[src/rtl/ufc_pkg.sv]
package ufc_pkg;

   localparam int unsigned CTL_W  = 8;
   localparam int unsigned WSEL_W = 2;

   typedef struct packed {
      logic              stick;
      logic              even;
      logic              par_en;
      logic              stop2;
      logic [WSEL_W-1:0] wsel;
   } line_cfg_t;

   // Only bits [5:0] of a control byte carry meaning.
   function automatic line_cfg_t cfg_from_ctl(input logic [5:0] c);
      line_cfg_t r;
      r.wsel   = c[1:0];
      r.stop2  = c[2];
      r.par_en = c[3];
      r.even   = c[4];
      r.stick  = c[5];
      return r;
   endfunction

endpackage

[src/rtl/ufc_frame_builder.sv]
module ufc_frame_builder
   import ufc_pkg::*;
#(
   parameter int unsigned MIN_WORD = 5,
   parameter int unsigned MAX_WORD = 8,
   parameter int unsigned FRAME_W  = 11,
   parameter int unsigned LEN_W    = 4
) (
   input  logic [MAX_WORD-1:0] data_i,
   input  line_cfg_t           cfg_i,
   output logic [FRAME_W-1:0]  frame_o,
   output logic [LEN_W-1:0]    len_o
);

   logic [LEN_W-1:0]    wlen;
   logic [LEN_W-1:0]    stop_pos;
   logic [MAX_WORD-1:0] kept;
   logic                par_src;
   logic                par_bit;

   assign wlen     = LEN_W'(MIN_WORD) + LEN_W'(cfg_i.wsel);
   assign stop_pos = wlen + LEN_W'(cfg_i.par_en);
   assign len_o    = stop_pos + LEN_W'(1) + LEN_W'(cfg_i.stop2);

   // Clear data bits beyond the selected word length.
   for (genvar g = 0; g < MAX_WORD; g++) begin : g_keep
      assign kept[g] = data_i[g] & (LEN_W'(g) < wlen);
   end

   assign par_src = ^kept;
   assign par_bit = cfg_i.stick | (cfg_i.even ? par_src : ~par_src);

   // Each frame position decides which field it belongs to.
   for (genvar g = 0; g < FRAME_W; g++) begin : g_bit
      logic in_data;
      logic at_par;
      logic at_stop1;
      logic at_stop2;
      if (g < MAX_WORD) begin : g_dat
         assign in_data = kept[g];
      end else begin : g_nodat
         assign in_data = 1'b0;
      end
      assign at_par   = cfg_i.par_en & (LEN_W'(g) == wlen);
      assign at_stop1 = (LEN_W'(g) == stop_pos);
      assign at_stop2 = cfg_i.stop2 & (LEN_W'(g) == stop_pos + LEN_W'(1));
      assign frame_o[g] = in_data | (at_par & par_bit) | at_stop1 | at_stop2;
   end

endmodule

[src/rtl/ufc_frame_checker.sv]
module ufc_frame_checker
   import ufc_pkg::*;
#(
   parameter int unsigned MIN_WORD = 5,
   parameter int unsigned MAX_WORD = 8,
   parameter int unsigned FRAME_W  = 11,
   parameter int unsigned LEN_W    = 4
) (
   input  logic [FRAME_W-1:0]  frame_i,
   input  line_cfg_t           cfg_i,
   output logic [MAX_WORD-1:0] data_o,
   output logic                par_err_o,
   output logic                frm_err_o
);

   logic [LEN_W-1:0]   wlen;
   logic [LEN_W-1:0]   stop_pos;
   logic [FRAME_W-1:0] par_span;
   logic [FRAME_W-1:0] hit_par;
   logic [FRAME_W-1:0] hit_s1;
   logic [FRAME_W-1:0] hit_s2;
   logic               sum;
   logic               pbit;
   logic               s1;
   logic               s2;

   assign wlen     = LEN_W'(MIN_WORD) + LEN_W'(cfg_i.wsel);
   assign stop_pos = wlen + LEN_W'(cfg_i.par_en);

   for (genvar g = 0; g < MAX_WORD; g++) begin : g_dat
      assign data_o[g] = frame_i[g] & (LEN_W'(g) < wlen);
   end

   // Position decoders pick single bits without variable indexing.
   for (genvar g = 0; g < FRAME_W; g++) begin : g_pos
      assign par_span[g] = frame_i[g] & (LEN_W'(g) <= wlen);
      assign hit_par[g]  = frame_i[g] & (LEN_W'(g) == wlen);
      assign hit_s1[g]   = frame_i[g] & (LEN_W'(g) == stop_pos);
      assign hit_s2[g]   = frame_i[g] & (LEN_W'(g) == stop_pos + LEN_W'(1));
   end

   assign sum  = ^par_span;
   assign pbit = |hit_par;
   assign s1   = |hit_s1;
   assign s2   = |hit_s2;

   assign par_err_o = cfg_i.par_en & (cfg_i.stick ? ~pbit : (cfg_i.even ? sum : ~sum));
   assign frm_err_o = ~s1 | (cfg_i.stop2 & ~s2);

endmodule

[src/rtl/uart_frame_codec.sv]
module uart_frame_codec
   import ufc_pkg::*;
#(
   parameter  int unsigned MIN_WORD = 5,
   localparam int unsigned MAX_WORD = MIN_WORD + (2 ** WSEL_W) - 1,
   localparam int unsigned FRAME_W  = MAX_WORD + 3,
   localparam int unsigned LEN_W    = $clog2(FRAME_W + 1),
   localparam int unsigned STAT_W   = MAX_WORD + CTL_W + 2
) (
   input  logic                clk,
   input  logic                rst_n,
   input  logic                in_valid,
   input  logic [MAX_WORD-1:0] tx_data,
   input  logic [CTL_W-1:0]    tx_ctl,
   input  logic [CTL_W-1:0]    rx_ctl,
   output logic                out_valid,
   output logic [FRAME_W-1:0]  frame,
   output logic [LEN_W-1:0]    frame_len,
   output logic [STAT_W-1:0]   status
);

   if (MIN_WORD < 1 || MAX_WORD > 30) begin : g_bad_word
      $error("uart_frame_codec: MIN_WORD out of supported range");
   end

   line_cfg_t           tx_cfg;
   line_cfg_t           rx_cfg;
   logic [FRAME_W-1:0]  frame_d;
   logic [LEN_W-1:0]    len_d;
   logic [MAX_WORD-1:0] data_d;
   logic                perr_d;
   logic                ferr_d;
   logic [1:0]          unused_tx_hi;

   assign unused_tx_hi = tx_ctl[CTL_W-1:6];
   assign tx_cfg = cfg_from_ctl(tx_ctl[5:0]);
   assign rx_cfg = cfg_from_ctl(rx_ctl[5:0]);

   ufc_frame_builder #(
      .MIN_WORD(MIN_WORD), .MAX_WORD(MAX_WORD), .FRAME_W(FRAME_W), .LEN_W(LEN_W)
   ) u_build (
      .data_i (tx_data),
      .cfg_i  (tx_cfg),
      .frame_o(frame_d),
      .len_o  (len_d)
   );

   ufc_frame_checker #(
      .MIN_WORD(MIN_WORD), .MAX_WORD(MAX_WORD), .FRAME_W(FRAME_W), .LEN_W(LEN_W)
   ) u_check (
      .frame_i  (frame_d),
      .cfg_i    (rx_cfg),
      .data_o   (data_d),
      .par_err_o(perr_d),
      .frm_err_o(ferr_d)
   );

   always_ff @(posedge clk or negedge rst_n) begin
      if (!rst_n) begin
         out_valid <= 1'b0;
         frame     <= '0;
         frame_len <= '0;
         status    <= '0;
      end else begin
         out_valid <= in_valid;
         if (in_valid) begin
            frame     <= frame_d;
            frame_len <= len_d;
            status    <= {ferr_d, perr_d, rx_ctl, data_d};
         end
      end
   end

   // result pulse only follows a strobe
   p_pulse_follows_r9: assert property (@(posedge clk) disable iff (!rst_n)
      out_valid |-> $past(in_valid));
   // outputs hold without a strobe
   p_hold_idle_r9: assert property (@(posedge clk) disable iff (!rst_n)
      !in_valid |=> ($stable(frame) && $stable(status) && $stable(frame_len)));
   // length lies between the shortest and longest frame
   p_len_range_r4: assert property (@(posedge clk) disable iff (!rst_n)
      out_valid |-> (frame_len >= LEN_W'(MIN_WORD + 1) && frame_len <= LEN_W'(FRAME_W)));
   // last frame bit is a 1 stop bit and nothing lies above it
   p_stop_top_r4: assert property (@(posedge clk) disable iff (!rst_n)
      out_valid |-> ((frame >> (frame_len - LEN_W'(1))) == FRAME_W'(1)));
   // receive control byte is carried into the status word
   p_ctl_copy_r8: assert property (@(posedge clk) disable iff (!rst_n)
      in_valid |=> (status[MAX_WORD +: CTL_W] == $past(rx_ctl)));
   // identical settings on both sides never raise an error
   p_clean_match_r10: assert property (@(posedge clk) disable iff (!rst_n)
      (in_valid && tx_ctl[5:0] == rx_ctl[5:0]) |=> (status[STAT_W-1 -: 2] == 2'b00));

endmodule

[config.mk]
export PLATFORM = sky130hd
export DESIGN_NAME = uart_frame_codec
export DESIGN_NICKNAME = d
export VERILOG_FILES = /design/src/rtl/ufc_pkg.sv /design/src/rtl/ufc_frame_builder.sv /design/src/rtl/ufc_frame_checker.sv /design/src/rtl/uart_frame_codec.sv
export SDC_FILE = /design/constraint.sdc
export NUM_CORES = 1
export LEC_CHECK = 0
export ABC_AREA = 0
export BUFFER_PORTS_ARGS = -buffer_cell sky130_fd_sc_hd__buf_2
export CELL_PAD_IN_SITES_DETAIL_PLACEMENT = 0
export CELL_PAD_IN_SITES_GLOBAL_PLACEMENT = 2
export CORE_MARGIN = 5
export CORE_UTILIZATION = 29
export DETAILED_ROUTE_END_ITERATION = 8
export PLACE_DENSITY_LB_ADDON = 0.1
export SYNTH_ARGS = -nofsm -noshare
export SYNTH_HDL_FRONTEND = slang
export SYNTH_SLANG_ARGS = --single-unit
[constraint.sdc]
create_clock -name clk -period 1 [get_ports clk]
set_clock_uncertainty 0.2 [all_clocks]
set_input_delay 0.05 -clock clk [delete_from_list [all_inputs] [get_ports clk]]
set_output_delay 0.05 -clock clk [all_outputs]
set_load 0.01 [all_outputs]
==> results.json, run 1 <==
{
  "status": "finished, violations left",
  "violations": "hold timing, setup timing",
  "grtUsageTotal_pct": 14.1,
  "grt_pass1_wl_um": 11100,
  "synth-main-ff-cell": "dfrtp_1",
  "r2r_slack_ns": -0.05,
  "leakagePower_nw": 1.93,
  "hold_violations": 4,
  "min_period_ns": 2.99,
  "synth-seq-cells": 30,
  "synth_nets": 287,
  "antenna_left": 0,
  "first_pass_iters": 4,
  "start_util_pct": 29.5,
  "root_buffer": "clkbuf_8",
  "crit_fanout": 6,
  "crit-reg2reg-launch": "status[16]",
  "fp-row-count": 32,
  "grt_antenna_before_repair": 0,
  "dp_hpwl_um": 5510,
  "layout_common_cells": "buf_4 (90), buf_2 (51), dfrtp_1 (30)",
  "drv_slew": 0,
  "critical_path_class": "primary input to flop",
  "total_power_mw": 5.12,
  "insertedDiodeCount": 0,
  "arrival_ns": 2.95,
  "ys_seq_area_share_pct": 33.3,
  "synth_edf_count": 0,
  "num-fill-cells": 716,
  "area_growth_pct": 83.8,
  "syn_area_per_cell_sq_um": 9.71,
  "clock_latency_ns": 0.27,
  "rr_worst_depth": 1,
  "slew_headroom_pct": 78.6,
  "hold_buffers": 4,
  "dieWidth_um": 98.1,
  "fin_util_pct": 54.1,
  "fin_crit_sh_pct": 299,
  "synth_cells": 232,
  "grt_pass1_vias": 2266,
  "synth_warnings": 0,
  "async_flop_share_pct": 100,
  "htreeDepth": 2,
  "wl_um": 6760,
  "r2r-end": "status[16]",
  "die-area_sq_um": 9630,
  "min_from": "rx_ctl[5]",
  "setup_viol": 55,
  "drt-initial-drc-count": 98,
  "peakVddDrop_uv": 398,
  "whs_endpoint": "status[13]",
  "endpoint_kind": "flop",
  "drv_cap": 0,
  "powerDensity_nw_per_um2": 1240,
  "drcViolationCount": 0,
  "synth.cell_area_sq_um": 2250,
  "core_sq_um": 7650,
  "grt_max_degree": 31,
  "hp-class": "primary input to flop",
  "cts_buffers": 5,
  "multi_input_comb_area_sq_um": 1780,
  "drt-wirelength-per-cell_um": 13.4,
  "clk_pin_slew_worst_paths_ns": 0.06,
  "timing.final.ws_setup_ns": -1.99,
  "routed_via_density": 4.54,
  "die_height_um": 98.1,
  "synth.distinct_cells": 47,
  "drive_above_1_share_pct": 62.5,
  "nets": 457,
  "critPathRequiredTime_ns": 0.96,
  "holdPathStages": 2,
  "cts_tree": "yes",
  "gr-total-overflow": 0,
  "regArea_sq_um": 751,
  "holdWs_ns": -0.157,
  "io_pins": 61,
  "cts_buffer_depth": 2,
  "cp-start-kind": "primary input",
  "num_vias": 2291,
  "cts.sinks": 30,
  "final_common_cell": "buf_4",
  "max_clock_freq_mhz": 334,
  "io_buffers": 58,
  "globalplace.congestion": 0.794,
  "worstMarginPinSlew_ns": 0.319,
  "rsz0062_at_grt": "yes"
}
-- cells in the mapped netlist (all sizes together) (3+ instances only) --
library cell   n  area [sq um]
buf            5          33.8
nand3b         3          22.5
a221o          3          30.0
o21a           3          22.5
o21ai         10          50.1
nand3          3          15.0
nor2          24          90.1
mux2           9           101
inv           14          52.6
ha            26           325
a31oi          4          31.3
xor2           4          35.0
dfrtp         30           751
xnor2         11           104
o211ai         5          37.5
nor2b          3          18.8
a221oi         4          58.8
nand2         15          56.3
a21oi         24           120
clkbuf         6          22.5
-- registers in the layout, indices dropped and copies added, names as in the netlist --
register / flops
status: 18
out_valid: 1
frame: 7
frame_len: 4
-- cell families (layout without fill, tap and decap cells) --
kind of cell             after synthesis  count (layout)  share of synthesized area [%]
adder cells (fa/ha/maj)               28              28                           16.2
buffers and inverters                 25             196                           4.83
AO/OA/AOI/OAI                         64              64                           19.7
XOR/XNOR                              16              16                           7.17
multiplexers                          13              13                           7.39
flip-flops                            30              30                           33.3
AND/OR/NAND/NOR                       56              56                           11.3
-- worst max-delay path by stage --
stage / startpoint / end / slack (ns) / cells past startpoint
2_1_floorplan: tx_ctl[0] / status[16] / -2.05 / 14
3_3_place_gp: tx_ctl[0] / status[16] / -2.39 / 13
3_5_place_dp: tx_ctl[0] / status[16] / -2.43 / 13
4_1_cts: tx_ctl[0] / status[16] / -2.06 / 15
5_1_grt: tx_ctl[0] / status[16] / -2.10 / 15
6_report: tx_ctl[0] / status[16] / -1.99 / 14
-- report_power, final --
group	switching, mW	total, mW	internal [mW]	leakage (nW)
Combinational	1.18	2.67	1.49	1.53
Clock	0.420	0.974	0.554	0.0482
Sequential	0.0909	1.47	1.38	0.351
Total	1.69	5.12	3.42	1.93
-- final cells by class --
class | instances | area share, %
well taps | 102 | 3.08
repair buffers | 174 | 31.8
clock buffers | 7 | 2.09
clock inverters | 1 | 0.121
inverters | 14 | 1.75
flip-flops and latches | 30 | 18.1
multi-input cells | 177 | 43.1
-- critical path: stages --
cell and delay [ns]:
buf_12 0.11, buf_6 0.13, fa_2 0.65, ha_4 0.17, nor2b_4 0.04, and3_4 0.19, a221oi_4 0.27, xor2_1 0.21
xnor2_1 0.16, xnor2_1 0.12, xnor2_1 0.26, xnor2_1 0.17, xnor2_1 0.10, a221o_1 0.29
-- through the flow --
stage	worst slack [ns]	instances	hold slack (ns)	setup TNS [ns]	cell area, sq um
after floorplan	-2.05	232	-0.446	-22.39	2470
after global placement	-2.39	464	-0.186	-32.59	3460
after detailed placement	-2.43	464	-0.187	-33.30	3460
after CTS	-2.06	501	-0.163	-26.56	3930
after global routing	-2.10	505	-0.159	-28.18	4140
final	-1.99	505	-0.157	-25.54	4140
-- layer usage --
layer | up-vias | GRT usage, % | routed length [um]
li1 | 1158 | - | -
met1 | 1084 | 18.9 | 3160
met2 | 44 | 23.6 | 3300
met3 | 5 | 2.00 | 255
met4 | 0 | 4.15 | 44
met5 | - | 0 | 0
-- what timing repair did --
item,4_1_cts,5_1_grt
gates resized for setup,38,40
hold endpoints to repair,38,2
buffers inserted,26,11
pin swaps,25,26
cloned,0,0
endpoints found under the setup margin,55,57
No activity file was read; power rests on OpenSTA's default activity.
==> run 2, diff against run 1 <==
ABC_AREA = 1   (was 0)
CAP_MARGIN = 40   (was default)
CORE_UTILIZATION = 26   (was 29)
==> run 2 against run 1 <==
  * The run still ends with hold timing, setup timing left
  * Cell count rose by 30%
  * Non-clock buffer count is 10 lower
  * Worst hold slack improved by 0.098 ns
  * Sequential share of layout area is essentially flat
  * Critical path depth increased by 12
  * Die area is 22% higher
  * Area after synthesis rose by 12%
  * Critical path type unchanged
  * Largest power group unchanged
  * Highest routed layer unchanged
==> results.json, run 2 <==
{
  "critPathRequiredTime_ns": 0.98,
  "drv_cap": 0,
  "rsz0062_at_grt": "yes",
  "drcViolationCount": 0,
  "stdcell_area_sq_um": 4140,
  "io_pins": 61,
  "grt_antenna_before_repair": 0,
  "wl_um": 7490,
  "fp-row-count": 36,
  "critical_path_class": "primary input to flop",
  "drive_above_1_share_pct": 44.9,
  "dieWidth_um": 108,
  "synth_top_area_cell": "dfrtp_1",
  "die_height_um": 108,
  "synth.distinct_cells": 32,
  "ys_seq_area_share_pct": 29.8,
  "hold_buffers": 6,
  "area_growth_pct": 64.3,
  "drt-initial-drc-count": 45,
  "root_buffer": "clkbuf_8",
  "largestRegisters": "status (18), frame (7), frame_len (4)",
  "multi_input_comb_area_sq_um": 1660,
  "endpoint_kind": "flop",
  "grt_pass1_vias": 2701,
  "powerDensity_nw_per_um2": 1180,
  "start_util_pct": 26.2,
  "hp-class": "primary input to flop",
  "largest-register": "status",
  "dp_hpwl_um": 6060,
  "place_area_sq_um": 3550,
  "fin_crit_sh_pct": 248,
  "synth_edf_count": 0,
  "first_pass_iters": 4,
  "holdWs_ns": -0.0587,
  "async_flop_share_pct": 100,
  "slowest_delay_ns": 0.66,
  "min_period_ns": 2.48,
  "synth_most_common_cell": "nand2_1",
  "leakagePower_nw": 2.29,
  "largest_register_ffs": 18,
  "final_common_cell": "nand2_1",
  "routed_via_density": 4.11,
  "grtUsageTotal_pct": 13.3,
  "crit_slowest_cell": "fa_2",
  "peakVddDrop_uv": 635,
  "num_vias": 2711,
  "timing.final.ws_setup_ns": -1.48,
  "num-fill-cells": 1034,
  "max_clock_freq_mhz": 403,
  "hold_violations": 9,
  "synth_warnings": 0,
  "antenna_left": 0,
  "ys_top_cells_by_area": "dfrtp_1 (30%), nand2_1 (19%), ha_1 (13%), inv_1 (7.8%), nand2_2 (4.5%)",
  "drv_slew": 0,
  "cts_tree": "yes",
  "cts_buffer_depth": 2,
  "crit_top_cell": "nand2_2",
  "synth-seq-cells": 30,
  "status": "finished, violations left",
  "clk_pin_slew_worst_paths_ns": 0.07,
  "arrival_ns": 2.46,
  "htreeDepth": 2,
  "finalNonFillerCells": 659,
  "core_sq_um": 9590,
  "pre_cts_ws_ns": -1.99,
  "cts_buffers": 5,
  "drt-wirelength-per-cell_um": 11.4,
  "synth_cells": 363,
  "violations": "hold timing, setup timing",
  "grt_pass1_wl_um": 12500,
  "cts.sinks": 30,
  "insertedDiodeCount": 0,
  "clock_latency_ns": 0.28,
  "dpl.cell_count": 613,
  "nets": 580,
  "synth.cell_area_sq_um": 2520,
  "synth_nets": 418,
  "yosys-top-cells-count": "nand2_1 (130), inv_1 (52), dfrtp_1 (30)",
  "synth_top_area_share_pct": 29.8,
  "regArea_sq_um": 751,
  "globalplace.congestion": 0.774,
  "setup_viol": 55,
  "synth-main-ff-cell": "dfrtp_1",
  "io_buffers": 58,
  "crit_fanout": 5,
  "cp-start-kind": "primary input",
  "slew_headroom_pct": 76.8,
  "grt_max_degree": 31,
  "r2r_slack_ns": -0.03,
  "layout_common_cells": "nand2_1 (119), buf_4 (88), buf_2 (51)",
  "worstMarginPinSlew_ns": 0.344,
  "syn_area_per_cell_sq_um": 6.94,
  "gr-total-overflow": 0,
  "die-area_sq_um": 11800
}
## run 2: changes by cell type after synthesis, sizes merged, moves of 8 or more
cell   change
nand2    +135
inv       +39
nand3     +21
a21oi     -16
o21ai     +11
xnor2     -10
mux2       -9
nor2       -8
## run 2: worst max-delay path, delay by kind of cell
kind / cells / cell delay, ns
buffers and inverters: 5 / 0.27
adders and majority gates: 3 / 0.99
and+or+nand+nor: 18 / 1.14
## run 2: metrics by stage
step	utilization, %	TNS (ns)	total power [mW]
floorplan	-	-18.89	2.48
global placement	37.0	-28.76	3.30
detailed placement	37.0	-28.92	3.30
CTS	42.1	-23.00	4.84
global route	43.1	-26.51	5.24
finish	43.1	-22.99	4.88
## run 2: repair_timing
action | 4_1_cts | 5_1_grt
gates resized for setup | 39 | 16
setup endpoints to repair | 55 | 55
pin swaps | 23 | 17
buffers inserted | 28 | 7
hold endpoints to repair | 46 | 6
## run 2: where the power goes
group,switching (mW),internal (mW),leakage [nW]
clock,0.502,0.733,0.0579
combinational,1.11,1.09,1.87
sequential,0.0859,1.37,0.367
total,1.69,3.19,2.29
## run 2: area by class of cell
type	count	area share [%]
Clock buffer	5	1.66
Clock inverter	3	0.968
Multi-Input combinational cell	270	40.2
Timing Repair Buffer	164	29.6
Inverter	54	5.35
Sequential cell	30	18.1
Tap cell	133	4.02
## run 2: final timing paths
check,start,end,cells after the start
max in group asynchronous,rst_n,status[5],3
setup / recovery,tx_ctl[0],status[16],26
hold / removal,in_valid,frame[9],4
hold reg to reg,status[10],status[10],2
min in group asynchronous,rst_n,frame_len[2],3
setup reg to reg,frame[4],frame[4],4
## run 2: cells by family (layout without fill, tap and decap cells)
kind of cell | count (synthesis) | in the layout | synth area share [%]
adders and majority gates | 28 | 28 | 14.5
buffers and inverters | 63 | 226 | 9.99
xor gates and xnor gates | 3 | 3 | 1.04
and+or+nand+nor | 199 | 199 | 35.4
AOI/OAI and AO/OA | 40 | 40 | 9.24
DFF | 30 | 30 | 29.8
## run 2: routing by layer
metal / vias to the layer above / part of all wire (%) / GRT usage, %
li1: 1453 / - / -
met1: 1211 / 49 / 18.2
met2: 42 / 46 / 21.9
met3: 5 / 3.7 / 1.85
met4: 0 / 1.0 / 3.43
met5: - / 0 / 0
